--- config.mk ---
export PLATFORM = sky130hd
export DESIGN_NAME = erx_frame_ctrl
export DESIGN_NICKNAME = d
export VERILOG_FILES = /design/src/rtl/erx_pkg.sv /design/src/rtl/erx_crc32.sv /design/src/rtl/erx_byte_delay.sv /design/src/rtl/erx_addr_match.sv /design/src/rtl/erx_frame_ctrl.sv
export SDC_FILE = /design/constraint.sdc
export NUM_CORES = 1
export LEC_CHECK = 0
export BUFFER_PORTS_ARGS = -buffer_cell sky130_fd_sc_hd__buf_2
export CAP_MARGIN = 30
export CORE_MARGIN = 2
export CORE_UTILIZATION = 35
export DETAILED_ROUTE_END_ITERATION = 10
export PLACE_DENSITY = 0.6
export RECOVER_POWER = 25
export SYNTH_ARGS = -nofsm -noshare
export SYNTH_HDL_FRONTEND = slang
export SYNTH_SLANG_ARGS = --single-unit
export TNS_END_PERCENT = 50
--- constraint.sdc ---
create_clock -name clk -period 3.2 [get_ports clk]
set_input_delay 0.32 -clock clk [delete_from_list [all_inputs] [get_ports clk]]
set_output_delay 0.32 -clock clk [all_outputs]
set_load 0.005 [all_outputs]
--- src/rtl/erx_pkg.sv ---
package erx_pkg;

  typedef enum logic [3:0] {
    ST_HALT,
    ST_IDLE,
    ST_PRE,
    ST_WSFD,
    ST_DADR,
    ST_DATA,
    ST_ERRD,
    ST_ENOT,
    ST_TAIL,
    ST_DROP
  } rx_state_t;

  typedef enum logic [1:0] {
    CLS_NONE  = 2'b00,
    CLS_OWN   = 2'b01,
    CLS_BCAST = 2'b10,
    CLS_PROM  = 2'b11
  } addr_cls_t;

endpackage

--- src/rtl/erx_crc32.sv ---
module erx_crc32 #(
  parameter logic [31:0] POLY = 32'hEDB88320,
  parameter logic [31:0] SEED = 32'hFFFFFFFF
) (
  input  logic        clk,
  input  logic        rst,
  input  logic        init,
  input  logic        en,
  input  logic [7:0]  din,
  output logic [31:0] crc
);

  logic [31:0] nx;

  // bitwise reflected update, least significant data bit first
  always_comb begin
    nx = crc;
    for (int i = 0; i < 8; i++) begin
      if (nx[0] ^ din[i]) nx = (nx >> 1) ^ POLY;
      else                nx = nx >> 1;
    end
  end

  always_ff @(posedge clk) begin
    if (rst || init) crc <= SEED;
    else if (en)     crc <= nx;
  end

endmodule

--- src/rtl/erx_byte_delay.sv ---
module erx_byte_delay #(
  parameter int DEPTH = 6,
  parameter int W     = 8,
  localparam int FW   = $clog2(DEPTH + 1)
) (
  input  logic                   clk,
  input  logic                   rst,
  input  logic                   clr,
  input  logic                   push,
  input  logic                   drain,
  input  logic [W-1:0]           din,
  output logic [W-1:0]           dout,
  output logic [(DEPTH-1)*W-1:0] taps,
  output logic [FW-1:0]          fill
);

  logic [W-1:0] sr [DEPTH];

  // plain shift chain without reset, suited to shift-register inference
  always_ff @(posedge clk) begin
    if (push || drain) begin
      sr[0] <= push ? din : '0;
      for (int i = 1; i < DEPTH; i++) sr[i] <= sr[i-1];
    end
  end

  always_ff @(posedge clk) begin
    if (rst || clr)                         fill <= '0;
    else if (push && fill != FW'(DEPTH))    fill <= fill + 1'b1;
    else if (!push && drain && fill != '0)  fill <= fill - 1'b1;
  end

  assign dout = sr[DEPTH-1];

  for (genvar g = 0; g < DEPTH - 1; g++) begin : g_tap
    assign taps[g*W +: W] = sr[g];
  end

endmodule

--- src/rtl/erx_addr_match.sv ---
module erx_addr_match
  import erx_pkg::*;
#(
  parameter int AW = 48
) (
  input  logic [AW-1:0] addr,
  input  logic [AW-1:0] own,
  input  logic          promisc,
  output logic [1:0]    cls,
  output logic          pass
);

  always_comb begin
    if (addr == own)           cls = CLS_OWN;
    else if (addr == '1)       cls = CLS_BCAST;
    else if (promisc)          cls = CLS_PROM;
    else                       cls = CLS_NONE;
    pass = (cls != CLS_NONE);
  end

endmodule

--- src/rtl/erx_frame_ctrl.sv ---
module erx_frame_ctrl
  import erx_pkg::*;
#(
  parameter int          ADDR_BYTES  = 6,
  parameter logic [7:0]  PRE_BYTE    = 8'h55,
  parameter logic [7:0]  SFD_BYTE    = 8'hD5,
  parameter logic [31:0] CRC_POLY    = 32'hEDB88320,
  parameter logic [31:0] CRC_RESIDUE = 32'hDEBB20E3
) (
  input  logic                    clk,
  input  logic                    rst,
  input  logic                    rx_en,
  input  logic                    promisc,
  input  logic [8*ADDR_BYTES-1:0] own_addr,
  input  logic                    gm_dv,
  input  logic                    gm_er,
  input  logic [7:0]              gm_d,
  output logic                    out_valid,
  output logic [7:0]              out_data,
  output logic                    out_sof,
  output logic                    out_eof,
  output logic                    stat_valid,
  output logic [1:0]              stat_cls,
  output logic                    stat_crc_err,
  output logic                    stat_rx_err,
  output logic                    stat_car_err
);

  localparam int AW = 8 * ADDR_BYTES;
  localparam int FW = $clog2(ADDR_BYTES + 1);

  rx_state_t st, nxt;

  logic                      push, drain, crc_init, crc_en;
  logic [7:0]                dl_out;
  logic [(ADDR_BYTES-1)*8-1:0] taps;
  logic [FW-1:0]             fill;
  logic [31:0]               crc_val;
  logic [AW-1:0]             addr_word;
  logic [1:0]                m_cls;
  logic                      m_pass;
  logic                      last_addr, accept, pop, last_pop;
  logic                      err_seen, sof_pend;
  logic [1:0]                cls_q;
  logic                      in_idle, car_evt;

  // ---------------- datapath pieces ----------------
  erx_byte_delay #(.DEPTH(ADDR_BYTES), .W(8)) i_delay (
    .clk   (clk),
    .rst   (rst),
    .clr   (crc_init || !rx_en),
    .push  (push),
    .drain (drain),
    .din   (gm_d),
    .dout  (dl_out),
    .taps  (taps),
    .fill  (fill)
  );

  erx_crc32 #(.POLY(CRC_POLY), .SEED(32'hFFFFFFFF)) i_crc (
    .clk  (clk),
    .rst  (rst),
    .init (crc_init),
    .en   (crc_en),
    .din  (gm_d),
    .crc  (crc_val)
  );

  // address word: oldest held byte is the first wire byte (most significant)
  always_comb begin
    addr_word[7:0] = gm_d;
    for (int i = 0; i < ADDR_BYTES - 1; i++) addr_word[8*(i+1) +: 8] = taps[8*i +: 8];
  end

  erx_addr_match #(.AW(AW)) i_match (
    .addr    (addr_word),
    .own     (own_addr),
    .promisc (promisc),
    .cls     (m_cls),
    .pass    (m_pass)
  );

  assign in_idle   = (st == ST_IDLE);
  assign last_addr = (fill == FW'(ADDR_BYTES - 1));
  assign car_evt   = in_idle && rx_en && !gm_dv && gm_er;

  // ---------------- next state ----------------
  always_comb begin
    nxt      = st;
    push     = 1'b0;
    drain    = 1'b0;
    crc_init = 1'b0;
    crc_en   = 1'b0;
    accept   = 1'b0;
    case (st)
      ST_HALT: if (rx_en) nxt = ST_IDLE;
      ST_IDLE: if (gm_dv) nxt = (gm_d == PRE_BYTE) ? ST_PRE : ST_DROP;
      ST_PRE, ST_WSFD: begin
        if (!gm_dv)                nxt = ST_IDLE;
        else if (gm_d == PRE_BYTE) nxt = ST_WSFD;
        else if (gm_d == SFD_BYTE) begin
          nxt      = ST_DADR;
          crc_init = 1'b1;
        end
        else                       nxt = ST_DROP;
      end
      ST_DADR: begin
        if (!gm_dv) nxt = ST_IDLE;
        else begin
          push   = 1'b1;
          crc_en = 1'b1;
          if (last_addr) begin
            if (m_pass) begin
              accept = 1'b1;
              nxt    = (err_seen || gm_er) ? ST_ERRD : ST_DATA;
            end else begin
              nxt    = ST_DROP;
            end
          end
        end
      end
      ST_DATA: begin
        if (!gm_dv) nxt = ST_TAIL;
        else begin
          push   = 1'b1;
          crc_en = 1'b1;
          if (gm_er) nxt = ST_ERRD;
        end
      end
      ST_ERRD: begin
        if (!gm_dv) nxt = ST_ENOT;
        else begin
          push   = 1'b1;
          crc_en = 1'b1;
        end
      end
      ST_TAIL, ST_ENOT: begin
        drain = 1'b1;
        if (fill == FW'(1)) nxt = ST_IDLE;
      end
      ST_DROP: if (!gm_dv) nxt = ST_IDLE;
      default: nxt = ST_HALT;
    endcase
    if (!rx_en) begin
      nxt      = ST_HALT;
      push     = 1'b0;
      drain    = 1'b0;
      crc_init = 1'b0;
      crc_en   = 1'b0;
      accept   = 1'b0;
    end
  end

  assign pop      = (push && fill == FW'(ADDR_BYTES)) || drain;
  assign last_pop = drain && (fill == FW'(1));

  // ---------------- state and frame context ----------------
  always_ff @(posedge clk) begin
    if (rst) begin
      st       <= ST_HALT;
      err_seen <= 1'b0;
      sof_pend <= 1'b0;
      cls_q    <= CLS_NONE;
    end else begin
      st <= nxt;
      if (crc_init)                              err_seen <= 1'b0;
      else if (st == ST_DADR && gm_dv && gm_er)  err_seen <= 1'b1;
      if (accept)                                cls_q <= m_cls;
      if (!rx_en || crc_init)                    sof_pend <= 1'b0;
      else if (accept)                           sof_pend <= 1'b1;
      else if (pop)                              sof_pend <= 1'b0;
    end
  end

  // ---------------- registered outputs ----------------
  always_ff @(posedge clk) begin
    if (rst) begin
      out_valid    <= 1'b0;
      out_data     <= '0;
      out_sof      <= 1'b0;
      out_eof      <= 1'b0;
      stat_valid   <= 1'b0;
      stat_cls     <= CLS_NONE;
      stat_crc_err <= 1'b0;
      stat_rx_err  <= 1'b0;
      stat_car_err <= 1'b0;
    end else begin
      out_valid  <= pop;
      out_data   <= dl_out;
      out_sof    <= pop && sof_pend;
      out_eof    <= last_pop;
      stat_valid <= last_pop || car_evt;
      if (last_pop) begin
        stat_cls     <= cls_q;
        stat_crc_err <= (crc_val != CRC_RESIDUE);
        stat_rx_err  <= (st == ST_ENOT);
        stat_car_err <= 1'b0;
      end else if (car_evt) begin
        stat_cls     <= CLS_NONE;
        stat_crc_err <= 1'b0;
        stat_rx_err  <= 1'b0;
        stat_car_err <= 1'b1;
      end
    end
  end

endmodule

[Yosys cells after proc, flatten, opt, wreduce, memory -nomap -nowiden]
Memories as Yosys holds them, arrays and structs flattened. A register that Yosys moved wholly into a read port is not among the register bits.
Index checks and enable logic that the tools add are counted.
Widths: inputs -> output; s select.
Cells by class
  add/sub/neg operators: 2
  $mul: 0
  div/mod/pow operators: 0
  magnitude comparators: 0
  eq/ne operators: 24
  shifts and indexed selects: 0
  mux-type cells: 53
  bitwise operators: 17
  reductions and logical operators: 35
Operator list (number)
  $mux 32: 8
  $not 13->14: 8
  $mux 4: 13
  $eq 48x48->1: 1
  $eq 48x48->1 const B: 1
  $ne 32x32->1 const B: 1
  $pmux 4 s8: 1
  $mux 1: 22
  $eq 4x3->1 const B: 4
  $mux 2: 6
  $reduce_or 2->1: 6
  $logic_and 1x1->1: 11
  $ne 3x3->1 const B: 3
  $eq 4x2->1 const B: 2
  $eq 4x4->1 const B: 2
  $eq 8x7->1 const B: 1
  $eq 8x8->1 const B: 1
  $mux 8: 1
  $ne 2x2->1 const B: 4
  $reduce_bool 2->1: 4
  $xor 1x1->1: 8
  $logic_or 1x1->1: 7
  $eq 3x3->1 const B: 2
  $mux 3: 2
  10 further kinds: 12
Storage, ports and cells
  flip-flop bits (word level): 52
  latch bits: 0
  bits in writable memories: 48
  bits in read-only memories: 0
  input port bits: 62
  output and inout bits: 17
  logic and storage cells: 146
  memories: 1
Memory list
  i_delay.sr: words 6, width 8, rd ports 6, clocked after memory_dff 1, wr ports 6, RTL line erx_byte_delay.sv:17  | logic [W-1:0] sr [DEPTH];

[Depth between registers and ports, before layout]
Gate-level depths: netlist of run 1.
  depth in word-level cells: 16
  depth in mapped cells: 8
  gate-level depth less buffers: 8

[Hierarchy]
Synthesis of run 1 repeated with hierarchy kept, for this count alone.
Unflattened totals
  cell total of the unflattened synthesis: 507
  area, all modules: 5945.7 sq um
Modules (own cells, without submodules)
  erx_crc32: instances 1, cells an instance 179, area an instance 2134.5 sq um, seq. area each 640.6 sq um
  erx_byte_delay: instances 1, cells an instance 86, area an instance 1725.4 sq um, seq. area each 1501.4 sq um
  erx_frame_ctrl: instances 1, cells an instance 158, area an instance 1410.1 sq um, seq. area each 500.5 sq um
  erx_addr_match: instances 1, cells an instance 84, area an instance 675.6 sq um, seq. area each 0.0 sq um

[Worst setup path before layout of run 1]
OpenSTA, ideal clock, no wires.
  kind: input to register
  start: input port rx_en
  end: memory i_delay.sr[0][0] (enable)
  library setup time: 0.407 ns
  arrival: 2.511 ns
  data required time: 2.793 ns
  slack: 0.282 ns
  stages on the path: 7
  path buffers: 4
  path through: clkbuf_1 -> a21boi_0 -> clkbuf_1 -> nand2_1 -> buf_4 -> clkbuf_1 -> nand2_1
RTL lines
  start: declaration: RTL line erx_frame_ctrl.sv:12  | input logic rx_en,
  end: declaration: RTL line erx_byte_delay.sv:17

==> results of run 1 <==
placed cells by master, fill, tap and decap left out, drive strengths merged, types with 2 or more instances in the layout:
| cell | instances |
|---|---|
| or4bb | 2 |
| a211oi | 4 |
| and3 | 9 |
| and2 | 2 |
| a21oi | 14 |
| nor3 | 3 |
| ha | 5 |
| xor2 | 66 |
| nand2 | 47 |
| mux2i | 3 |
| nor2b | 18 |
| dfxtp | 60 |
| o31ai | 2 |
| o211ai | 32 |
| nor4 | 20 |
| nand2b | 2 |
| a22oi | 2 |
| edfxtp | 48 |
| nor2 | 21 |
| o21ai | 7 |
| or2 | 2 |
| nand4b | 3 |
| nand4 | 19 |
| xnor2 | 56 |
| nand3 | 6 |
| buf | 84 |
| clkbuf | 9 |
| inv | 10 |
| a31oi | 3 |
| clkinv | 3 |
synth_stat cells, types with 2 or more instances:
| cell type | number |
|---|---|
| xnor2_1 | 46 |
| nand3_1 | 6 |
| or2_2 | 2 |
| nor2_1 | 21 |
| nand2b_1 | 2 |
| a211oi_1 | 4 |
| nor4_1 | 20 |
| o21ai_0 | 6 |
| mux2i_1 | 3 |
| xnor2_4 | 3 |
| nand4b_1 | 3 |
| ha_1 | 5 |
| edfxtp_1 | 48 |
| a31oi_1 | 3 |
| o31ai_1 | 2 |
| and2_1 | 2 |
| and3_1 | 9 |
| or4bb_1 | 2 |
| nor3_1 | 3 |
| inv_1 | 7 |
| o211ai_1 | 31 |
| a22oi_1 | 2 |
| nor2b_1 | 18 |
| xor2_1 | 66 |
| nand4_1 | 19 |
| nand2_1 | 47 |
| dfxtp_1 | 60 |
| a21oi_1 | 14 |
| clkbuf_1 | 17 |
| xnor2_2 | 7 |
worst max-delay path by stage:
| stage | from | to | slack, ns | cells past startpoint |
|---|---|---|---|---|
| floorplan | rx_en | i_delay.sr[0][0] | 0.28 | 7 |
| global placement | i_delay.sr[2][7] | st[3] | 0.90 | 6 |
| detailed placement | i_delay.sr[2][7] | st[3] | 0.87 | 6 |
| CTS | i_delay.sr[2][7] | st[3] | 0.86 | 6 |
| global route | st[0] | stat_crc_err | 0.72 | 6 |
| finish | i_delay.sr[2][7] | st[3] | 0.79 | 6 |
metrics by stage:
stage	hold WS [ns]	setup WS, ns	area, um^2	util
after floorplan	0.429	0.282	5410	-
after global placement	0.433	0.904	6020	0.397
after detailed placement	0.439	0.865	6020	0.397
after CTS	0.317	0.856	6330	0.418
after global routing	0.373	0.717	6330	0.418
final	0.329	0.792	6330	0.418
area by class of cell:
cell class / instances / area share
Clock inverter: 7 / 0.0131
Multi-Input combinational cell: 365 / 0.422
Tap cell: 188 / 0.0372
Timing Repair Buffer: 84 / 0.0708
Inverter: 7 / 0.00415
Clock buffer: 9 / 0.0356
Sequential cell: 108 / 0.418
report_power, final:
part           switching (mW)  internal [mW]  total, mW
Combinational           0.181          0.156      0.337
Sequential             0.0116           1.44       1.46
Clock                   0.524          0.620       1.14
metal layers:
layer / wire [um] / part of all wire
met4: 228 / 0.017
met2: 6470 / 0.48
met3: 697 / 0.052
met1: 5990 / 0.45
met5: 0 / 0
logic make-up (layout without fill, tap and decap cells):
| group | Yosys count | after routing |
|---|---|---|
| AOI/OAI and AO/OA | 74 | 74 |
| xor gates and xnor gates | 123 | 123 |
| adders and majority gates | 5 | 5 |
| buffers and inverters | 27 | 107 |
| DFF | 108 | 108 |
| muxes | 3 | 3 |
| and+or+nand+nor | 160 | 160 |
worst max-delay path, cell delays in order (launching register included):
cell      delay, ns
edfxtp_1       0.48
xor2_1         0.18
nor4_1         0.44
nand4_1        0.21
o31ai_1        0.54
nor2_1         0.10
o311a_1        0.34
sequential cells by signal, summed over array words and instances (netlist names), 2 cells and up:
register,cells
i_delay.fill,3
cls_q,2
i_delay.sr,48
i_crc.crc,32
stat_cls,2
st,4
out_data,8
==> qor.txt, run 1 <==
number of hold violations in the final report: 0
Pwr per Cell Area: 464 mW/mm^2
Final min period: 2.41 ns
Finished Layout Cells: 768
Hold Crit Class: input port to register
ANT nets after route: 0
Simple-Gate Fraction of Synth Area: 0.158
layout cell share with drive strength beyond 1: 0.202
Final Cycle Share: 0.752
area grow syn2layout: 17.0%
Adder-Cell Fraction of Synth Area: 0.0116
Initial Util: 0.357
fin. max-slew vios: 0
WHS Path Cells: 3
reg-to-reg endpoint: st[3]
Overflow after GRT: 0
grt met2 use: 0.282
GR peak layer: met2
Worst-path clk slew: 0.07 ns
Lkg Pwr: 2.52 nW
Crit path required time: 3.44 ns
cells after synthesis: 500
number of buffers added on ports: 78
CP Class: register to register
NumNets Final: 642
worst-skew pair later-pin latency: 0.35 ns
Worst Path Max Fanout: 4
maximum root-to-sink buffer count: 2
R2R Setup Slk: 0.79 ns
Synth Cell Area: 0.00541 mm^2
HPWL Detailed: 10.1 mm
Avg Inst Size Synth: 10.8 um^2
reg2reg start: i_delay.sr[2][7]
multi-input logic area: 0.00267 mm^2
GR Layer Usage met3: 0.0334
FMAX: 0.415 GHz
total core area: 0.0151 mm^2
RSZ-0062 raised after global routing: no
startpoint types: register
main combinational cell family by area after synthesis: XOR/XNOR gates
final setup fails: 0
# diodes: 0
placed insts: 752
Slew headroom: 0.570
TNS Setup: 0 ns
# hold bufs at CTS: 0
Main synth FF type: dfxtp_1
Post-Route WL: 13.4 mm
xor and xnor fraction of the mapped netlist area: 0.222
CP Capture Type: register
via count: 4010
largest net degree at the start of global routing: 64
post-CTS resize count: 0
syn_nets: 567
clk sinks: 108
die width: 128 um
vias in the first global route: 3983
Detailed Routing Iterations Pass 1: 4
worst ir drop on vdd: 0.280 mV
R2R depth: 6
status: complete, no violations
Synth area leaders: edfxtp_1 (27%), dfxtp_1 (22%), xor2_1 (11%)
Residual DRC: 0
Yosys top cell area share: 0.267
min-delay src: gm_er
Yosys top cell by area: edfxtp_1
synth warn: 0
CTS buffer count: 9
Post-CTS Setup Inserts: 0
DR vias/cell: 5.22
I/O pin count: 79
Pwr Total: 2.94 mW
Worst Skew: 0.00803 ns
sequential share of the synthesized area: 0.489
mux cell area share after synthesis: 0.00555
Clock Tree Root: clkbuf_16
post-synthesis cell type count: 52
EDFF count, synth: 48
Worst-Margin Slew: 0.642 ns
GR Util All Layers: 0.167
asr flop ratio synth: 0
Rows: 45
routability congestion estimate: 0.874
Max Cap Violations: 0
GR Util met1: 0.218
die area: 0.0165 mm^2
register bit total from synthesis: 108
drt initial violations: 304
first-pass GRT wire length: 21.1 mm
Worst Hold End: err_seen
initial antenna violation count: 0
CTS tree: yes
DIE HEIGHT: 128 um
routed len/inst: 17.4 um
compound-cell area share of the yosys netlist: 0.0951
H-tree Lvls: 3
fillers: 1463
worst path arrival time: 2.64 ns
sequential cell area: 0.00264 mm^2
Power figures use the tool's default switching activity.
==> run 2, diff against run 1 <==
==> constraint.sdc (replaced) <==
create_clock -name clk -period 2.4 [get_ports clk]
set_input_delay 0.24 -clock clk [delete_from_list [all_inputs] [get_ports clk]]
set_output_delay 0.24 -clock clk [all_outputs]
set_load 0.005 [all_outputs]
==> run 2 against run 1 <==
  * Setup slack lost 0.60 ns
  * Largest power group unchanged
  * Clock-buffer cell count is the same
  * Non-clock buffer count grew 13
  * Combinational power grew 39%
==> qor.txt, run 2 (synthesis results as in run 1) <==
sw frac: 0.252
Slew headroom: 0.486
maximum root-to-sink buffer count: 2
# hold bufs at CTS: 0
number of buffers added on ports: 78
worst-skew pair later-pin latency: 0.36 ns
Int Pwr: 2.85 mW
largest net degree at the start of global routing: 64
RSZ-0062 raised after global routing: no
drt initial violations: 342
Detailed Routing Iterations Pass 1: 4
NumNets Final: 655
die width: 128 um
FMAX: 0.452 GHz
status: complete, no violations
Overflow after GRT: 0
layout cell share with drive strength beyond 1: 0.219
Pwr per Cell Area: 596 mW/mm^2
HPWL Detailed: 10.6 mm
final setup fails: 0
Placed Area: 0.00613 mm^2
via count: 4094
initial antenna violation count: 0
post-CTS resize count: 0
placed insts: 765
Final min period: 2.21 ns
routed len/inst: 18.1 um
worst ir drop on vdd: 0.351 mV
commonest non-fill, non-tap cells in the layout: buf_2 (78), xor2_1 (66), dfxtp_1 (60)
ANT nets after route: 0
final core utilization: 0.423
clk sinks: 108
# diodes: 0
CTS tree: yes
number of hold violations in the final report: 0
Logic pwr share: 0.122
first-pass GRT wire length: 22.5 mm
die area: 0.0165 mm^2
Worst-Margin Slew: 0.765 ns
startpoint types: register
vias in the first global route: 4237
Slowest-stage cell, CP: edfxtp_1
Lkg Pwr: 2.58 nW
Initial Util: 0.357
area grow syn2layout: 18.4%
H-tree Lvls: 3
CP Capture Type: register
Largest stage delay, worst path: 0.47 ns
CP Class: register to register
Crit path required time: 2.64 ns
CTS buffer count: 9
Final Cycle Share: 0.921
fin area: 0.00640 mm^2
worst path arrival time: 2.45 ns
Post-CTS Setup Inserts: 0
top flop regs: i_delay.sr: 48 flops, i_crc.crc: 32 flops, out_data: 8 flops
Post-Route WL: 14.2 mm
commonest non-fill, non-tap cell in the layout: buf_2
Clock Power Share: 0.369
sequential power share: 0.509
Max Cap Violations: 0
TNS Setup: 0 ns
crit-path cells: xor2_1 > nor4_1 > nand4_1 > o31ai_1 > buf_4 > nor2_1 > o311a_1
I/O pin count: 79
DR vias/cell: 5.24
Sw Pwr: 963 uW
Worst-path clk slew: 0.07 ns
GR Util All Layers: 0.178
Residual DRC: 0
Reg with most FFs: i_delay.sr
Finished Layout Cells: 781
Worst Skew: 0.0115 ns
Pwr Total: 3.82 mW
Largest register FFs: 48
routability congestion estimate: 0.917
Clock Tree Root: clkbuf_16
Hold Crit Class: input port to register
DIE HEIGHT: 128 um
Worst Path Max Fanout: 4
fin. max-slew vios: 0
total core area: 0.0151 mm^2
Rows: 45
==> run 2: metal layers <==
layer | routed length, um | global-route usage | part of all wire | vias up
li1 | - | - | - | 1973
met1 | 6120 | 0.223 | 0.43 | 1982
met2 | 7020 | 0.306 | 0.50 | 118
met3 | 723 | 0.0380 | 0.051 | 21
met4 | 289 | 0.0575 | 0.020 | 0
met5 | 0 | 0 | 0 | -
==> run 2: worst paths after layout <==
path	start	endpoint	slack (ns)	cells past startpoint
max reg2reg	i_delay.sr[2][7]	st[3]	0.19	7
min reg2reg	i_delay.sr[5][0]	out_data[0]	0.45	1
min	gm_er	err_seen	0.24	3
max	i_delay.sr[2][7]	st[3]	0.19	7
==> run 2: worst max-delay path: cells and delay by family, from the launching register on <==
kind | cells | cell delay, ns
AND/OR/NAND/NOR | 3 | 0.72
XOR/XNOR | 1 | 0.18
flip-flops | 1 | 0.47
AO/OA/AOI/OAI | 2 | 0.56
buffers and inverters | 1 | 0.17
==> run 2: final cells by class <==
type                    count  area, um^2
flip-flops and latches    108        2640
well taps                 188         235
fillers                  1452        8740
repair buffers             97         558
multi-input cells         365        2670
clock inverters             7        50.0
clock buffers               9         225
inverters                   7        26.3
==> run 2: metrics by stage <==
step                hold slack, ns  setup WS [ns]
global placement             0.435          0.229
floorplan                    0.396        0.00745
global route                 0.278         0.0751
detailed placement           0.441          0.222
CTS                          0.248          0.226
finish                       0.245          0.190
==> run 2: power groups by stage <==
stage          clock network [mW]  registers (mW)  logic (mW)
6_report                     1.41            1.94       0.467
5_1_grt                      1.51            1.94       0.506
4_1_cts                      1.44            1.94       0.469
3_5_place_dp                    0            1.98       0.465
3_3_place_gp                    0            1.98       0.464
2_1_floorplan                   0            1.98       0.302
